--- src/rtl/fuse_prog_pkg.sv ---
package fuse_prog_pkg;

    typedef enum logic [2:0] {
        S_IDLE,
        S_READ,
        S_MASK,
        S_SHIFT,
        S_STROBE,
        S_RELAX,
        S_DONE
    } seq_state_e;

endpackage

--- src/rtl/fuse_tmg_decode.sv ---
module fuse_tmg_decode #(
    parameter int TMG_W = 32,
    parameter int PRG_W = 12,
    parameter int RLX_W = 4,
    parameter int RDS_W = 6,
    parameter int CNT_W = 14
) (
    input  logic [TMG_W-1:0] timing_word,
    output logic [CNT_W-1:0] rd_last,
    output logic [CNT_W-1:0] pgm_last,
    output logic [CNT_W-1:0] rlx_last,
    output logic             relax_ok
);
    localparam int RLX_LSB = PRG_W;
    localparam int RDS_LSB = PRG_W + RLX_W;

    logic [PRG_W-1:0] prg;
    logic [RLX_W-1:0] rlx;
    logic [RDS_W-1:0] rds;
    logic [CNT_W-1:0] stretch;

    always_comb begin
        prg      = timing_word[0 +: PRG_W];
        rlx      = timing_word[RLX_LSB +: RLX_W];
        rds      = timing_word[RDS_LSB +: RDS_W];
        // last-cycle index: base + 2*(relax+1) - 1 cycles, minus one
        stretch  = CNT_W'(rlx) << 1;
        rd_last  = CNT_W'(rds) + stretch;
        pgm_last = CNT_W'(prg) + stretch;
        rlx_last = CNT_W'(rlx);
        relax_ok = (rlx != '0);
    end
endmodule

--- src/rtl/fuse_gap_timer.sv ---
module fuse_gap_timer #(
    parameter int GAP_CYCLES = 200
) (
    input  logic clk,
    input  logic rst_n,
    input  logic start,
    output logic active
);
    localparam int GW = $clog2(GAP_CYCLES + 1) + 1;

    logic [GW-1:0] cnt_d, cnt_q;

    always_comb begin
        cnt_d = cnt_q;
        if (start)
            cnt_d = GW'(GAP_CYCLES);
        else if (cnt_q != '0)
            cnt_d = cnt_q - 1'b1;
    end

    always_ff @(posedge clk or negedge rst_n) begin
        if (!rst_n) cnt_q <= '0;
        else        cnt_q <= cnt_d;
    end

    assign active = (cnt_q != '0);
endmodule

--- src/rtl/fuse_prog_seq.sv ---
module fuse_prog_seq
    import fuse_prog_pkg::*;
#(
    parameter int DW         = 32,
    parameter int AW         = 7,
    parameter int TMG_W      = 32,
    parameter int PRG_W      = 12,
    parameter int RLX_W      = 4,
    parameter int RDS_W      = 6,
    parameter int GAP_CYCLES = 200,
    localparam int IDX_W     = $clog2(DW)
) (
    input  logic             clk,
    input  logic             rst_n,
    input  logic             req_valid,
    input  logic [AW-1:0]    req_addr,
    input  logic [DW-1:0]    req_data,
    input  logic [TMG_W-1:0] timing_word,
    output logic             ready,
    output logic             busy,
    output logic             done,
    output logic             err,
    output logic [AW-1:0]    fuse_addr,
    output logic             fuse_rd_en,
    input  logic [DW-1:0]    fuse_rd_data,
    output logic             fuse_pgm_strobe,
    output logic [IDX_W-1:0] fuse_pgm_bit
);
    localparam int BASE_W = (PRG_W > RDS_W) ? PRG_W : RDS_W;
    localparam int CNT_W  = BASE_W + 2;

    typedef struct packed {
        seq_state_e       st;
        logic [AW-1:0]    addr;
        logic [DW-1:0]    data;
        logic [DW-1:0]    fuse;
        logic [CNT_W-1:0] cnt;
        logic [IDX_W-1:0] idx;
        logic             err;
        logic [CNT_W-1:0] rd_last;
        logic [CNT_W-1:0] pgm_last;
        logic [CNT_W-1:0] rlx_last;
    } seq_t;

    seq_t r_q, r_d;

    logic [CNT_W-1:0] dec_rd_last, dec_pgm_last, dec_rlx_last;
    logic             dec_relax_ok;
    logic             gap_active;
    logic             gap_start;
    logic             accept;

    fuse_tmg_decode #(
        .TMG_W (TMG_W),
        .PRG_W (PRG_W),
        .RLX_W (RLX_W),
        .RDS_W (RDS_W),
        .CNT_W (CNT_W)
    ) u_decode (
        .timing_word (timing_word),
        .rd_last     (dec_rd_last),
        .pgm_last    (dec_pgm_last),
        .rlx_last    (dec_rlx_last),
        .relax_ok    (dec_relax_ok)
    );

    fuse_gap_timer #(
        .GAP_CYCLES (GAP_CYCLES)
    ) u_gap (
        .clk    (clk),
        .rst_n  (rst_n),
        .start  (gap_start),
        .active (gap_active)
    );

    assign ready  = (r_q.st == S_IDLE) && !gap_active;
    assign accept = req_valid && ready;

    always_comb begin
        r_d = r_q;
        unique case (r_q.st)
            S_IDLE: begin
                if (accept) begin
                    r_d.addr     = req_addr;
                    r_d.data     = req_data;
                    r_d.idx      = '0;
                    r_d.rd_last  = dec_rd_last;
                    r_d.pgm_last = dec_pgm_last;
                    r_d.rlx_last = dec_rlx_last;
                    if (!dec_relax_ok) begin
                        r_d.err = 1'b1;
                        r_d.st  = S_DONE;
                    end else begin
                        r_d.err = 1'b0;
                        r_d.cnt = dec_rd_last;
                        r_d.st  = S_READ;
                    end
                end
            end
            S_READ: begin
                if (r_q.cnt == '0) begin
                    r_d.fuse = fuse_rd_data;
                    r_d.st   = S_MASK;
                end else begin
                    r_d.cnt = r_q.cnt - 1'b1;
                end
            end
            S_MASK: begin
                r_d.data = r_q.data & ~r_q.fuse;
                r_d.st   = S_SHIFT;
            end
            S_SHIFT: begin
                if (r_q.data == '0) begin
                    r_d.st = S_DONE;
                end else if (r_q.data[0]) begin
                    r_d.cnt = r_q.pgm_last;
                    r_d.st  = S_STROBE;
                end else begin
                    r_d.data = r_q.data >> 1;
                    r_d.idx  = r_q.idx + 1'b1;
                end
            end
            S_STROBE: begin
                if (r_q.cnt == '0) begin
                    r_d.cnt = r_q.rlx_last;
                    r_d.st  = S_RELAX;
                end else begin
                    r_d.cnt = r_q.cnt - 1'b1;
                end
            end
            S_RELAX: begin
                if (r_q.cnt == '0) begin
                    r_d.data = r_q.data >> 1;
                    r_d.idx  = r_q.idx + 1'b1;
                    r_d.st   = S_SHIFT;
                end else begin
                    r_d.cnt = r_q.cnt - 1'b1;
                end
            end
            S_DONE: begin
                r_d.st = S_IDLE;
            end
            default: r_d.st = S_IDLE;
        endcase
    end

    always_ff @(posedge clk or negedge rst_n) begin
        if (!rst_n) begin
            r_q <= '{st: S_IDLE, default: '0};
        end else begin
            r_q <= r_d;
        end
    end

    assign gap_start       = (r_q.st == S_DONE) && !r_q.err;
    assign busy            = (r_q.st != S_IDLE) && (r_q.st != S_DONE);
    assign done            = (r_q.st == S_DONE);
    assign err             = (r_q.st == S_DONE) && r_q.err;
    assign fuse_addr       = r_q.addr;
    assign fuse_rd_en      = (r_q.st == S_READ);
    assign fuse_pgm_strobe = (r_q.st == S_STROBE);
    assign fuse_pgm_bit    = r_q.idx;
endmodule

--- config.mk ---
export PLATFORM = sky130hd
export DESIGN_NAME = fuse_prog_seq
export DESIGN_NICKNAME = d
export VERILOG_FILES = /design/src/rtl/fuse_prog_pkg.sv /design/src/rtl/fuse_tmg_decode.sv /design/src/rtl/fuse_gap_timer.sv /design/src/rtl/fuse_prog_seq.sv
export SDC_FILE = /design/constraint.sdc
export NUM_CORES = 1
export LEC_CHECK = 0
export ABC_AREA = 1
export BUFFER_PORTS_ARGS = -buffer_cell sky130_fd_sc_hd__buf_4
export CAP_MARGIN = 15
export CORE_MARGIN = 2
export CORE_UTILIZATION = 63
export CTS_BUF_LIST = sky130_fd_sc_hd__clkbuf_4
export DETAILED_ROUTE_END_ITERATION = 8
export PLACE_DENSITY = 0.88
export SLEW_MARGIN = 0
export SYNTH_ARGS = -nofsm -noshare
export SYNTH_HDL_FRONTEND = slang
export SYNTH_SLANG_ARGS = --single-unit
--- constraint.sdc ---
create_clock -name clk -period 4.5 [get_ports clk]
set_input_delay 0.225 -clock clk [delete_from_list [all_inputs] [get_ports clk]]
set_output_delay 0.225 -clock clk [all_outputs]
set_load 0.005 [all_outputs]
# Word level (Yosys, flattened, before mapping)

Cells that the tools add are included.

Register bits after elaboration: 135
Output and inout port bits: 18

Add/sub/neg operators: 5
Equality and inequality tests: 17
Muxes and demuxes: 25
Bitwise logic cells: 2
Reduce and logical (&&, ||, !) cells: 25

Operators by type and width:

| operator                                            | count |
|---|---|
| one-hot mux 32 bit (4 select lines)                 | 1 |
| two-way mux 32 bit                                  | 3 |
| two-way mux 62 bit                                  | 1 |
| two-way mux 14 bit                                  | 4 |
| one-hot mux 14 bit (4 select lines)                 | 1 |
| two-way mux 42 bit                                  | 1 |
| bitwise AND 32 bit                                  | 1 |
| zero test 32 bit                                    | 1 |
| inverter 32 bit                                     | 1 |
| two-way mux 19 bit                                  | 1 |
| two-way mux 3 bit                                   | 6 |
| two-way mux 9 bit                                   | 2 |
| one-hot mux 3 bit (6 select lines)                  | 1 |
| one-hot mux 5 bit (3 select lines)                  | 1 |
| AND reduction 5 bit                                 | 3 |
| zero test 14 bit                                    | 1 |
| != test 2 bit (second input constant)               | 7 |
| subtractor 14 x 1 -> 14 bit (second input constant) | 1 |
| adder 12 x 5 -> 13 bit                              | 1 |
| nonzero test 4 bit                                  | 3 |
| two-way mux 5 bit                                   | 2 |
| equality test 3 bit (second input constant)         | 3 |
| nonzero test 9 bit                                  | 1 |
| subtractor 9 x 1 -> 9 bit (second input constant)   | 1 |
| 16 further kinds                                    | 26 |

# Depth between registers and ports, before layout

Gate-level depths: netlist of the first run.

Word-level depth: 6
Depth in mapped cells: 13
Gate-level depth less buffers: 13

# Cells and area by module

Synthesis of the first run repeated with hierarchy kept, for this count alone.

Cell total of the unflattened synthesis: 1205
Area total of the unflattened synthesis: 8260.4 µm²

Modules (own cells, without submodules):

| module          | instances | cells each | area each (µm²) | sequential area each (µm²) |
|---|---|---|---|---|
| fuse_prog_seq   | 1         | 1010       | 6979.2          | 3052.9 |
| fuse_tmg_decode | 1         | 120        | 745.7           | 0.0 |
| fuse_gap_timer  | 1         | 75         | 535.5           | 225.2 |

# Least setup slack after synthesis of the first run

No wires, ideal clock.

Path type: register to register
Start: register r_q[48] (netlist name)
End: register r_q[64] (netlist name)
Data arrival time: 1.535 ns
Data required time: 4.372 ns
Slack: 2.837 ns
Stages on the path, launching flop included: 8
Clock period less this slack: 1.663 ns
Cell sequence: dfrtp_1 > inv_1 > ha_1 > nand2_1 > nor2_1 > nand3_1 > buf_2 > mux2_1

Cells in the longest elaborated chain, start to end: 2

Ends and longest elaborated chain:

| what                                 | RTL line             | text |
|---|---|---|
| start: declaration                   | fuse_prog_seq.sv:45  | `seq_t r_q, r_d;` |
| start signal: assignment             | fuse_prog_seq.sv:151 | `r_q <= r_d;` |
| zero test 14 bit                     | fuse_prog_seq.sv:101 | `if (r_q.cnt == '0) begin` |
| AND reduction 2 bit (no source line) | n/a                  |  |

Every way passes these cells.
A chain may end at the register's enable or synchronous reset.

# Worst setup path in the final report of the first run

Start: register r_q[133] (netlist name)
End: register r_q[121] (netlist name)

Cells in the longest elaborated chain, start to end: 5
Elaborated cells between the ends (all ways): 13
Those cells by class: eq/ne: 7; mux: 1; reduce/logical: 5

Ends and longest elaborated chain:

| what                                 | RTL line                                 | text |
|---|---|---|
| zero test 3 bit                      | fuse_prog_seq.sv:76, fuse_prog_seq.sv:81 |  |
| logical AND 1 bit                    | fuse_prog_seq.sv:76                      | `assign ready = (r_q.st == S_IDLE) && !gap_active;` |
| logical AND 1 bit                    | fuse_prog_seq.sv:77                      | `assign accept = req_valid && ready;` |
| != test 2 bit (no source line)       | n/a                                      |  |
| AND reduction 5 bit (no source line) | n/a                                      |  |

Parallel ways exist; a longest one is shown, timed or not.

==> reports/qor.yml, run 1 <==
timing:
  hold_violations: 0
  worstMarginPinSlew_ns: 0.876
  skew_ns: 0.0279
  post-route-period-util_pct: 63.7
  setup-violations-final: 0
  timing.fmax_mhz: 349
  fin_tns_setup_ns: 0
  min_period_ns: 2.87
  relSlewSlack_pct: 41.5
  slew_viol_final: 0
  rsz0062_at_grt: "false"
power:
  p_clk_share_pct: 17.1
  p_comb_share_pct: 42.6
  p_seq_share_pct: 40.3
  irDropWorstVdd_mv: 0.305
  p_sw_share_pct: 41.3
  internal-power_w: 0.00242
  p_sw_w: 0.00171
  totalPowerFinal_w: 0.00413
  power_leakage_nw: 4.49
  power_density_mw_per_mm2: 467
clock_network:
  tritoncts: "yes"
  cts_root_buffer: "clkbuf_4"
  cts.sinks: 120
  htree_levels: 4
  numCtsBuffers: 17
  clkSlewWorstSetupHoldPaths_ns: 0.10
  clkLatencyLatePin_ns: 0.57
  clockBufferDepth: 2
global_route:
  grt.met2_usage_pct: 50.8
  grt_util_met1_pct: 43.9
  grt_start_max_net_pins: 50
  grt_pass1_wl_um: 32700
  grt-ovfl-total: 0
  grt_antenna_before_repair: 1
  grt_pass1_vias: 7010
  use_met3_pct: 6.94
  grt.busiest_layer: "met2"
  grt_usage_pct: 32.5
critical_path:
  timing.rr.start: "r_q[133]$_DFFE_PN0P_"
  arrival_ns: 3.32
  max_stage_delay_ns: 0.70
  critPathMaxFanout: 34
  r2r_setup_slack_ns: 1.63
  cp_slowest_cell: "nand4_2"
  crit_top_cell: "nand2_1"
  startpoint_type: "flop"
  required_ns: 4.95
  worstSetupPathType: "reg2reg"
  cp_num_buf_inv: 1
  rr_endpoint: "r_q[121]$_DFFE_PN0P_"
  worst_setup_path_end_kind: "flop"
  cp_top_family: "simple AND/OR/NAND/NOR gates"
  path_cells: "nand3_4 -> inv_2 -> nand2_2 -> a21boi_1 -> nand4_2 -> nand2_1 -> nand2_1"
  reg2regPathDepth: 7
synthesis:
  synth_enable_flop_cells: 0
  netlist_instances: 972
  mappedNetlistArea_mm2: 0.00723
  synth_area_per_cell_um2: 7.44
  syn_nets: 1093
  ys.flop_type: "dfrtp_1"
  seq_area_frac_synth_pct: 41.5
  async_flop_share_pct: 100
  ys_warn_count: 0
  ys_types: 36
  synth_seq_cells: 120
die:
  num_rows: 39
  dieArea_mm2: 0.0123
  coreArea_mm2: 0.0113
  die_h_um: 111
  start_util_pct: 63.9
  ioPinCount: 124
  die_w_um: 111
detailed_routing:
  drc: 0
  drt-initial-drc-count: 666
  first_pass_iters: 5
  postRouteAntennaNets: 0
  routed_via_density: 5.55
  drt-wirelength-per-cell_um: 15.0
  vias: 7049
  routed_wl_um: 19100
worst_hold_path:
  min_path_cells: 4
  hold_path_class: "in2reg"
  min_to: "r_q[19]$_DFFE_PN0P_"
  worstHoldStart: "timing_word[5]"
placed_design:
  globalplace.congestion: 0.846
  hpwl_um: 11800
  io_buffers: 113
  dp.cells: 1184
job:
  cap_violations: 0
layout:
  area_growth_pct: 22.2
  stdcell_count: 1270
  nets: 1236
  drive_above_1_share_pct: 19.3
status:
  status: "finished clean"
## synth_stat cells (all sizes together), types with 3 or more instances
| cell type | n | share of area (%) |
|---|---|---|
| a21oi | 15 | 1.0 |
| buf | 39 | 3.4 |
| clkbuf | 11 | 0.57 |
| dfrtp | 120 | 42 |
| ha | 13 | 2.2 |
| inv | 100 | 5.2 |
| mux2 | 32 | 5.0 |
| nand2 | 294 | 15 |
| nand3 | 77 | 6.0 |
| nand3b | 3 | 0.31 |
| nand4 | 33 | 2.9 |
| nor2 | 128 | 7.3 |
| nor3 | 39 | 2.9 |
| o21ai | 34 | 2.4 |
| o22ai | 6 | 0.52 |
| or2 | 7 | 0.61 |
| xor2 | 9 | 1.1 |
## registers in the layout, indices dropped and copies added (netlist names)
signal / count
u_gap.cnt_q: 9
fuse_pgm_bit: 5
fuse_addr: 7
r_q: 99
## layout by cell type, fill, tap and decap left out, types with 6 or more instances in the layout
master	instances
buf_4	119
o21ai_0	27
clkbuf_4	25
nor2_1	116
nand2_1	288
dlygate4sd3_1	53
nand4_1	32
mux2_2	28
nand2_2	6
or2_2	7
a21oi_1	14
nor2_2	8
o22ai_1	6
inv_1	92
nand3_1	73
nor3_1	38
inv_2	8
dfrtp_1	120
ha_1	13
xor2_1	9
o21ai_1	7
## tightest hold or removal path, cell delays in order
cell     delay [ns]
buf_4          0.08
inv_1          0.05
xor2_1         0.13
o21ai_0        0.07
## what timing repair did
item,4_1_cts,5_1_grt
buffers inserted,0,0
endpoints found under the hold margin,88,0
resized for setup,0,0
hold buffers,53,0
## cells by family (layout without fill, tap and decap cells)
family	after synthesis	in the layout	synth area share, %
and+or+nand+nor	584	584	35.8
buffers and inverters	150	304	9.14
AOI/OAI and AO/OA	60	60	4.41
DFF	120	120	41.5
adders and majority gates	15	15	2.80
other	0	1	0
muxes	32	32	4.98
xor gates and xnor gates	11	11	1.33
## worst max-delay path by stage
stage	startpoint	end	slack, ns	cells past startpoint
global route	r_q[133]$_DFFE_PN0P_	r_q[121]$_DFFE_PN0P_	1.41	7
global placement	r_q[48]$_DFFE_PN0P_	r_q[88]$_DFFE_PN0P_	1.76	7
CTS	r_q[133]$_DFFE_PN0P_	r_q[91]$_DFFE_PN0P_	1.69	5
floorplan	r_q[48]$_DFFE_PN0P_	r_q[64]$_DFFE_PN0P_	2.84	7
finish	r_q[133]$_DFFE_PN0P_	r_q[121]$_DFFE_PN0P_	1.63	7
detailed placement	r_q[133]$_DFFE_PN0P_	r_q[67]$_DFFE_PN0P_	1.66	5
## layer usage
metal	up-vias	routed length (um)
li1	3401	-
met1	3280	8110
met2	319	9000
met3	49	1400
met4	0	547
met5	-	0
## power by group through the flow
stage / clock, W / combinational [W] / sequential, W
2_1_floorplan: 0 / 0.00133 / 0.00160
3_3_place_gp: 0 / 0.00161 / 0.00166
3_5_place_dp: 0 / 0.00167 / 0.00166
4_1_cts: 0.000703 / 0.00171 / 0.00165
5_1_grt: 0.000758 / 0.00198 / 0.00171
6_report: 0.000706 / 0.00176 / 0.00167
## area by class of cell
cell class	count	area [um2]
multi-input cells	702	3570
clock inverters	5	50.0
inverters	100	375
fillers	773	2480
well taps	143	179
clock buffers	25	188
flip-flops and latches	120	3000
diodes	1	2.50
repair buffers	174	1470
## stage by stage
stage,hold slack [ns],utilization (%),setup WS (ns),area [um2]
2_1_floorplan,-0.0706,-,2.84,7230
3_3_place_gp,0.233,70.9,1.76,8020
3_5_place_dp,0.239,70.9,1.66,8020
4_1_cts,0.00188,77.7,1.69,8790
5_1_grt,0.0385,78.1,1.41,8840
6_report,0.0354,78.1,1.63,8840
Note: power is estimated with default switching activity, not from simulation.
==> run 2, diff against run 1 <==
CORE_UTILIZATION = 59   (was 63)
PLACE_DENSITY = 0.83   (was 0.88)
clock period = 2.9 ns   (was 4.5 ns; I/O delays follow)
==> run 2 against run 1 <==
Effect of this change:
- clock-buffer cell count down 4
- final cell count up 3.0%
- utilization down 2.1 points
- design area up 3.3%
- via count up 1.5%
- the run now ends with design-rule violations left
- routed wire length up 3.0%
- die area up 6.5%
- first-iteration DRC count up 17%
- clock skew down 0.011 ns
- power up 53%
==> reports/qor.yml, run 2 (same netlist as run 1, synthesis figures left out) <==
critical_path:
  cp_slowest_cell: "dlygate4sd3_1"  # was nand4_2
  arrival_ns: 2.86  # was 3.32 ns
  worst_setup_path_end_kind: "flop"  # unchanged
  startpoint_type: "flop"  # unchanged
  reg2regPathDepth: 9  # was 7
  timing.rr.start: "u_gap.cnt_q[0]$_DFFE_PN0P_"  # was r_q[133]$_DFFE_PN0P_
  path_cells: "inv_1 -> ha_1 -> nand3_1 -> nor2_4 -> nand3_4 -> inv_2 -> nand2_1 -> o22ai_1 -> dlygate4sd3_1"  # was nand3_4 -> inv_2 -> nand2_2 -> a21boi_1 -> nand4_2 -> nand2_1 -> nand2_1
  r2r_setup_slack_ns: 0.50  # was 1.63 ns
  worstSetupPathType: "reg2reg"  # unchanged
  required_ns: 3.36  # was 4.95 ns
  max_stage_delay_ns: 0.56  # was 0.70 ns
  critPathMaxFanout: 33  # was 34
  rr_endpoint: "r_q[26]$_DFFE_PN0P_"  # was r_q[121]$_DFFE_PN0P_
placed_design:
  io_buffers: 113  # unchanged
  hpwl_um: 12000  # was 11800 um
  globalplace.congestion: 0.867  # was 0.846
worst_hold_path:
  hold_path_class: "in2reg"  # unchanged
  worstHoldStart: "req_data[11]"  # was timing_word[5]
  min_path_cells: 5  # was 4
  min_to: "r_q[105]$_DFFE_PN0P_"  # was r_q[19]$_DFFE_PN0P_
layout:
  final_util_pct: 76.0  # was 78.1%
  nets: 1272  # was 1236
  top_register: "r_q"  # unchanged
  drive_above_1_share_pct: 18.9  # was 19.3%
  most-common-layout-cells: "nand2_1, buf_4, dfrtp_1"  # was nand2_1, dfrtp_1, buf_4
  area_growth_pct: 26.3  # was 22.2%
  largest_reg_flops: 99  # unchanged
  final_common_cell: "nand2_1"  # unchanged
power:
  p_sw_share_pct: 42.0  # was 41.3%
  p_seq_share_pct: 40.8  # was 40.3%
  p_clk_share_pct: 14.8  # was 17.1%
  irDropWorstVdd_mv: 0.478  # was 0.305 mV
  power_leakage_nw: 4.61  # was 4.49 nW
  p_comb_share_pct: 44.3  # was 42.6%
  internal-power_w: 0.00366  # was 0.00242 W
  power_density_mw_per_mm2: 692  # was 467 mW/mm2
  p_sw_w: 0.00266  # was 0.00171 W
  totalPowerFinal_w: 0.00632  # was 0.00413 W
clock_network:
  clockBufferDepth: 2  # unchanged
  cts.sinks: 120  # unchanged
  cts_resized: 0  # unchanged
  cts_root_buffer: "clkbuf_4"  # unchanged
  clkSlewWorstSetupHoldPaths_ns: 0.09  # was 0.10 ns
  post_cts_buffers: 0  # unchanged
  clkLatencyLatePin_ns: 0.53  # was 0.57 ns
  htree_levels: 4  # unchanged
  numCtsBuffers: 17  # unchanged
  tritoncts: "yes"  # unchanged
global_route:
  grt_start_max_net_pins: 49  # was 50
  grt_pass1_vias: 7051  # was 7010
  grt_pass1_wl_um: 33000  # was 32700 um
  grt_antenna_before_repair: 1  # unchanged
  grt-ovfl-total: 0  # unchanged
  grt_usage_pct: 31.9  # was 32.5%
detailed_routing:
  first_pass_iters: 9  # was 5
  drt-initial-drc-count: 778  # was 666
  drc: 2  # was 0
  routed_wl_um: 19600  # was 19100 um
  vias: 7153  # was 7049
  routed_via_density: 5.47  # was 5.55
  drt-wirelength-per-cell_um: 15.0  # about the same
  postRouteAntennaNets: 0  # unchanged
die:
  dieArea_mm2: 0.0132  # was 0.0123 mm2
  die_h_um: 115  # was 111 um
  ioPinCount: 124  # unchanged
  coreArea_mm2: 0.0120  # was 0.0113 mm2
  die_w_um: 115  # was 111 um
  start_util_pct: 60.2  # was 63.9%
  num_rows: 40  # was 39
timing:
  fin_tns_setup_ns: 0  # unchanged
  worstMarginPinSlew_ns: 0.713  # was 0.876 ns
  hold_violations: 0  # unchanged
  skew_ns: 0.0173  # was 0.0279 ns
  relSlewSlack_pct: 52.3  # was 41.5%
  slew_viol_final: 0  # unchanged
  post-route-period-util_pct: 82.8  # was 63.7%
  rsz0062_at_grt: "false"  # unchanged
  setup-violations-final: 0  # unchanged
  min_period_ns: 2.40  # was 2.87 ns
  timing.fmax_mhz: 417  # was 349 MHz
status:
  status: "finished, violations left"  # was finished clean
  violations: "design-rule violations"
job:
  cap_violations: 0  # unchanged
==> run 2: cell types whose count changed in the layout (fill, tap and decap cells not counted) <==
| cell | previous run | this run |
|---|---|---|
| dlygate4sd3_1 | 53 | 84 |
| bufinv_16 | 1 | 0 |
| buf_12 | 0 | 1 |
| buf_4 | 119 | 125 |
| clkinv_1 | 2 | 3 |
| clkbuf_4 | 25 | 21 |
| clkinv_2 | 1 | 3 |
| buf_8 | 1 | 0 |
| buf_16 | 1 | 0 |
==> run 2: what timing repair did <==
| action | 4_1_cts | 5_1_grt |
|---|---|---|
| endpoints found under the hold margin | 127 | 0 |
| setup endpoints to repair | 0 | 0 |
| hold buffers | 84 | 0 |
==> run 2: per-layer routing <==
| layer | vias to the layer above | part of all wire [%] | GRT usage (%) |
|---|---|---|---|
| met5 | - | 0 | 0 |
| met4 | 0 | 2.1 | 10.1 |
| met3 | 46 | 7.7 | 7.15 |
| met2 | 326 | 48 | 52.3 |
| met1 | 3327 | 43 | 42.5 |
| li1 | 3454 | - | - |
==> run 2: power by group through the flow <==
stage          sequential, W  combinational [W]  clock [W]
3_5_place_dp         0.00258            0.00261          0
5_1_grt              0.00263            0.00314    0.00103
4_1_cts              0.00255            0.00272   0.000948
6_report             0.00258            0.00280   0.000938
3_3_place_gp         0.00257            0.00255          0
2_1_floorplan        0.00248            0.00206          0
==> run 2: critical path, delay by kind of cell (launching register included) <==
family,cells,cell delay [ns]
buf+inv,3,1.14
simple gates,4,0.49
flops,1,0.37
fa+ha+maj,1,0.19
compound gates,1,0.13
==> run 2: per-stage QoR <==
stage          cell area (um2)  worst slack [ns]  hold slack, ns  std cells
6_report                  9130             0.500          0.0188       1308
3_5_place_dp              8090             0.555           0.199       1195
2_1_floorplan             7230              1.24          -0.151        972
4_1_cts                   9130             0.511         0.00123       1307
3_3_place_gp              8090             0.582           0.199       1195
5_1_grt                   9130             0.229          0.0174       1308
==> run 2: area by class of cell <==
cell class	count	area (um2)
timing repair buffer	210	1800
clock buffer	21	158
tap	147	184
multi-input combinational	702	3570
inverter	100	375
fill	848	2880
clock inverter	7	33.8
sequential	120	3000
antenna	1	2.50
==> run 2: worst max path at each step <==
| stage | startpoint | endpoint | slack (ns) | cells after the start |
|---|---|---|---|---|
| after detailed placement | r_q[48]$_DFFE_PN0P_ | r_q[75]$_DFFE_PN0P_ | 0.55 | 7 |
| final | u_gap.cnt_q[0]$_DFFE_PN0P_ | r_q[26]$_DFFE_PN0P_ | 0.50 | 9 |
| after floorplan | r_q[48]$_DFFE_PN0P_ | r_q[64]$_DFFE_PN0P_ | 1.24 | 7 |
| after global routing | u_gap.cnt_q[0]$_DFFE_PN0P_ | r_q[26]$_DFFE_PN0P_ | 0.23 | 9 |
| after CTS | u_gap.cnt_q[0]$_DFFE_PN0P_ | r_q[26]$_DFFE_PN0P_ | 0.51 | 9 |
| after global placement | r_q[48]$_DFFE_PN0P_ | r_q[84]$_DFFE_PN0P_ | 0.58 | 7 |
==> run 3, diff against run 2 <==
CORE_UTILIZATION = 53   (was 59)
PLACE_DENSITY = 0.79   (was 0.83)
clock period = 2.2 ns   (was 2.9 ns; I/O delays follow)
==> run 3 against run 2 <==
Effect of this change:
- the flow now finishes without violations
- final cell count is 4.3% higher
- first-iteration DRC count is 8.5% lower
- critical path depth is 1 higher
- global-route usage is 3.4 points lower
- register-to-register slack worse by 0.32 ns
- largest power group unchanged
==> reports/qor.yml, run 3 (same netlist as run 1, synthesis figures left out) <==
die:
  die_h_um: 121  # was 115 um
  die_w_um: 121  # was 115 um
  start_util_pct: 54.4  # was 60.2%
  coreArea_mm2: 0.0133  # was 0.0120 mm2
  ioPinCount: 124  # unchanged
  dieArea_mm2: 0.0146  # was 0.0132 mm2
  num_rows: 42  # was 40
power:
  internal-power_w: 0.00519  # was 0.00366 W
  p_sw_w: 0.00357  # was 0.00266 W
  irDropWorstVdd_mv: 0.607  # was 0.478 mV
  power_leakage_nw: 4.79  # was 4.61 nW
  p_sw_share_pct: 40.7  # was 42.0%
  power_density_mw_per_mm2: 921  # was 692 mW/mm2
  p_seq_share_pct: 38.7  # was 40.8%
  p_clk_share_pct: 17.7  # was 14.8%
  p_comb_share_pct: 43.6  # was 44.3%
critical_path:
  r2r_setup_slack_ns: 0.18  # was 0.50 ns
  worstSetupPathType: "in2reg"  # was reg2reg
  reg2regPathDepth: 10  # was 9
  critPathMaxFanout: 4  # was 33
  worst_setup_path_end_kind: "flop"  # unchanged
  required_ns: 2.71  # was 3.36 ns
  startpoint_type: "input port"  # was flop
  arrival_ns: 2.61  # was 2.86 ns
layout:
  final_area_mm2: 0.00952  # was 0.00913 mm2
  most-common-layout-cells: "nand2_1, buf_4, dfrtp_1"  # unchanged
  area_growth_pct: 31.6  # was 26.3%
  final_common_cell: "nand2_1"  # unchanged
  top_register: "r_q"  # unchanged
  nets: 1294  # was 1272
  drive_above_1_share_pct: 20.4  # was 18.9%
  largest_reg_flops: 99  # unchanged
global_route:
  grt-ovfl-total: 0  # unchanged
  grt_usage_pct: 28.5  # was 31.9%
  grt_pass1_wl_um: 32900  # was 33000 um
  grt_antenna_before_repair: 1  # unchanged
  grt_start_max_net_pins: 49  # unchanged
  grt_pass1_vias: 7063  # was 7051
worst_hold_path:
  min_path_cells: 4  # was 5
  hold_path_class: "in2reg"  # unchanged
timing:
  timing.fmax_mhz: 478
  hold_violations: 0  # unchanged
  skew_ns: 0.0195  # was 0.0173 ns
  fin_tns_setup_ns: 0  # unchanged
  setup-violations-final: 0  # unchanged
  relSlewSlack_pct: 55.5  # was 52.3%
  fin_ws_ns: 0.107  # was 0.500 ns
  holdWs_ns: 0.0273  # was 0.0188 ns
  min_period_ns: 2.09
  post-route-period-util_pct: 95.2
  slew_viol_final: 0  # unchanged
  worstMarginPinSlew_ns: 0.667  # was 0.713 ns
detailed_routing:
  routed_wl_um: 20400  # was 19600 um
  routed_via_density: 5.35  # was 5.47
  postRouteAntennaNets: 0  # unchanged
  drt-wirelength-per-cell_um: 15.0  # about the same
  drt-initial-drc-count: 712  # was 778
  vias: 7295  # was 7153
  drc: 0  # was 2
  first_pass_iters: 5  # was 9
clock_network:
  clkLatencyLatePin_ns: 0.58  # was 0.53 ns
  clockBufferDepth: 2  # unchanged
  clkSlewWorstSetupHoldPaths_ns: 0.10  # was 0.09 ns
  cts.sinks: 120  # unchanged
  tritoncts: "yes"  # unchanged
  cts_root_buffer: "clkbuf_4"  # unchanged
  numCtsBuffers: 17  # unchanged
  htree_levels: 4  # unchanged
status:
  status: "finished clean"  # was finished, violations left
placed_design:
  globalplace.congestion: 0.860  # was 0.867
  io_buffers: 113  # unchanged
  hpwl_um: 12300  # was 12000 um
  place_ws_ns: 0.204  # was 0.555 ns
  placed_area_mm2: 0.00824  # was 0.00809 mm2
job:
  cap_violations: 0  # unchanged
==> run 3: worst max-delay path, stage by stage <==
cell and delay [ns]:
dlygate4sd3_1 0.53, buf_4 0.13, inv_1 0.10, fa_1 0.46, o21ai_2 0.20, nand2_1 0.12, nor2_1 0.17, a21oi_1 0.08
dlygate4sd3_1 0.57, o21ai_1 0.13
==> run 3: path summary, 6_finish.rpt <==
check,endpoint,from
setup / recovery,r_q[23]$_DFFE_PN0P_,timing_word[13]
hold reg to reg,r_q[3]$_DFFE_PN0P_,r_q[3]$_DFFE_PN0P_
hold / removal,r_q[16]$_DFFE_PN0P_,timing_word[2]
max in group asynchronous,r_q[76]$_DFFE_PN0P_,rst_n
setup reg to reg,r_q[96]$_DFFE_PN0P_,r_q[48]$_DFFE_PN0P_
min in group asynchronous,fuse_addr[4]$_DFFE_PN0P_,rst_n
==> run 3: through the flow <==
stage	instances	utilization [%]	total power, W
final	1364	71.6	0.00876
after global routing	1363	71.6	0.00944
after CTS	1354	70.9	0.00870
after detailed placement	1230	62.0	0.00702
after global placement	1230	62.0	0.00690
after floorplan	972	-	0.00599
==> run 3: timing repair <==
action                                 in CTS  in global routing
hold buffers                               92                  0
setup endpoints to repair                   0                  2
endpoints found under the hold margin     150                  0
gates resized for setup                     0                  5
setup buffers                               0                  7
==> run 3: cell type report <==
class / instances / area [um2]
Clock inverter: 11 / 106
Tap cell: 176 / 220
Inverter: 100 / 375
Sequential cell: 120 / 3000
Antenna cell: 2 / 5.00
Timing Repair Buffer: 232 / 2060
Clock buffer: 21 / 158
Fill cell: 990 / 3780
Multi-Input combinational cell: 702 / 3580
==> run 3: metal layers <==
layer / up-vias / GRT usage (%) / routed length (um)
met3: 51 / 6.89 / 1380
met2: 328 / 45.7 / 9670
met5: - / 0 / 0
met4: 0 / 10.3 / 533
li1: 3534 / - / -
met1: 3382 / 37.6 / 8830
==> run 3: power by group through the flow <==
stage	combinational (W)	clock (W)	sequential [W]
final	0.00382	0.00155	0.00339
after detailed placement	0.00361	0	0.00341
after global placement	0.00350	0	0.00339
after global routing	0.00430	0.00167	0.00347
after CTS	0.00376	0.00157	0.00337
after floorplan	0.00272	0	0.00327
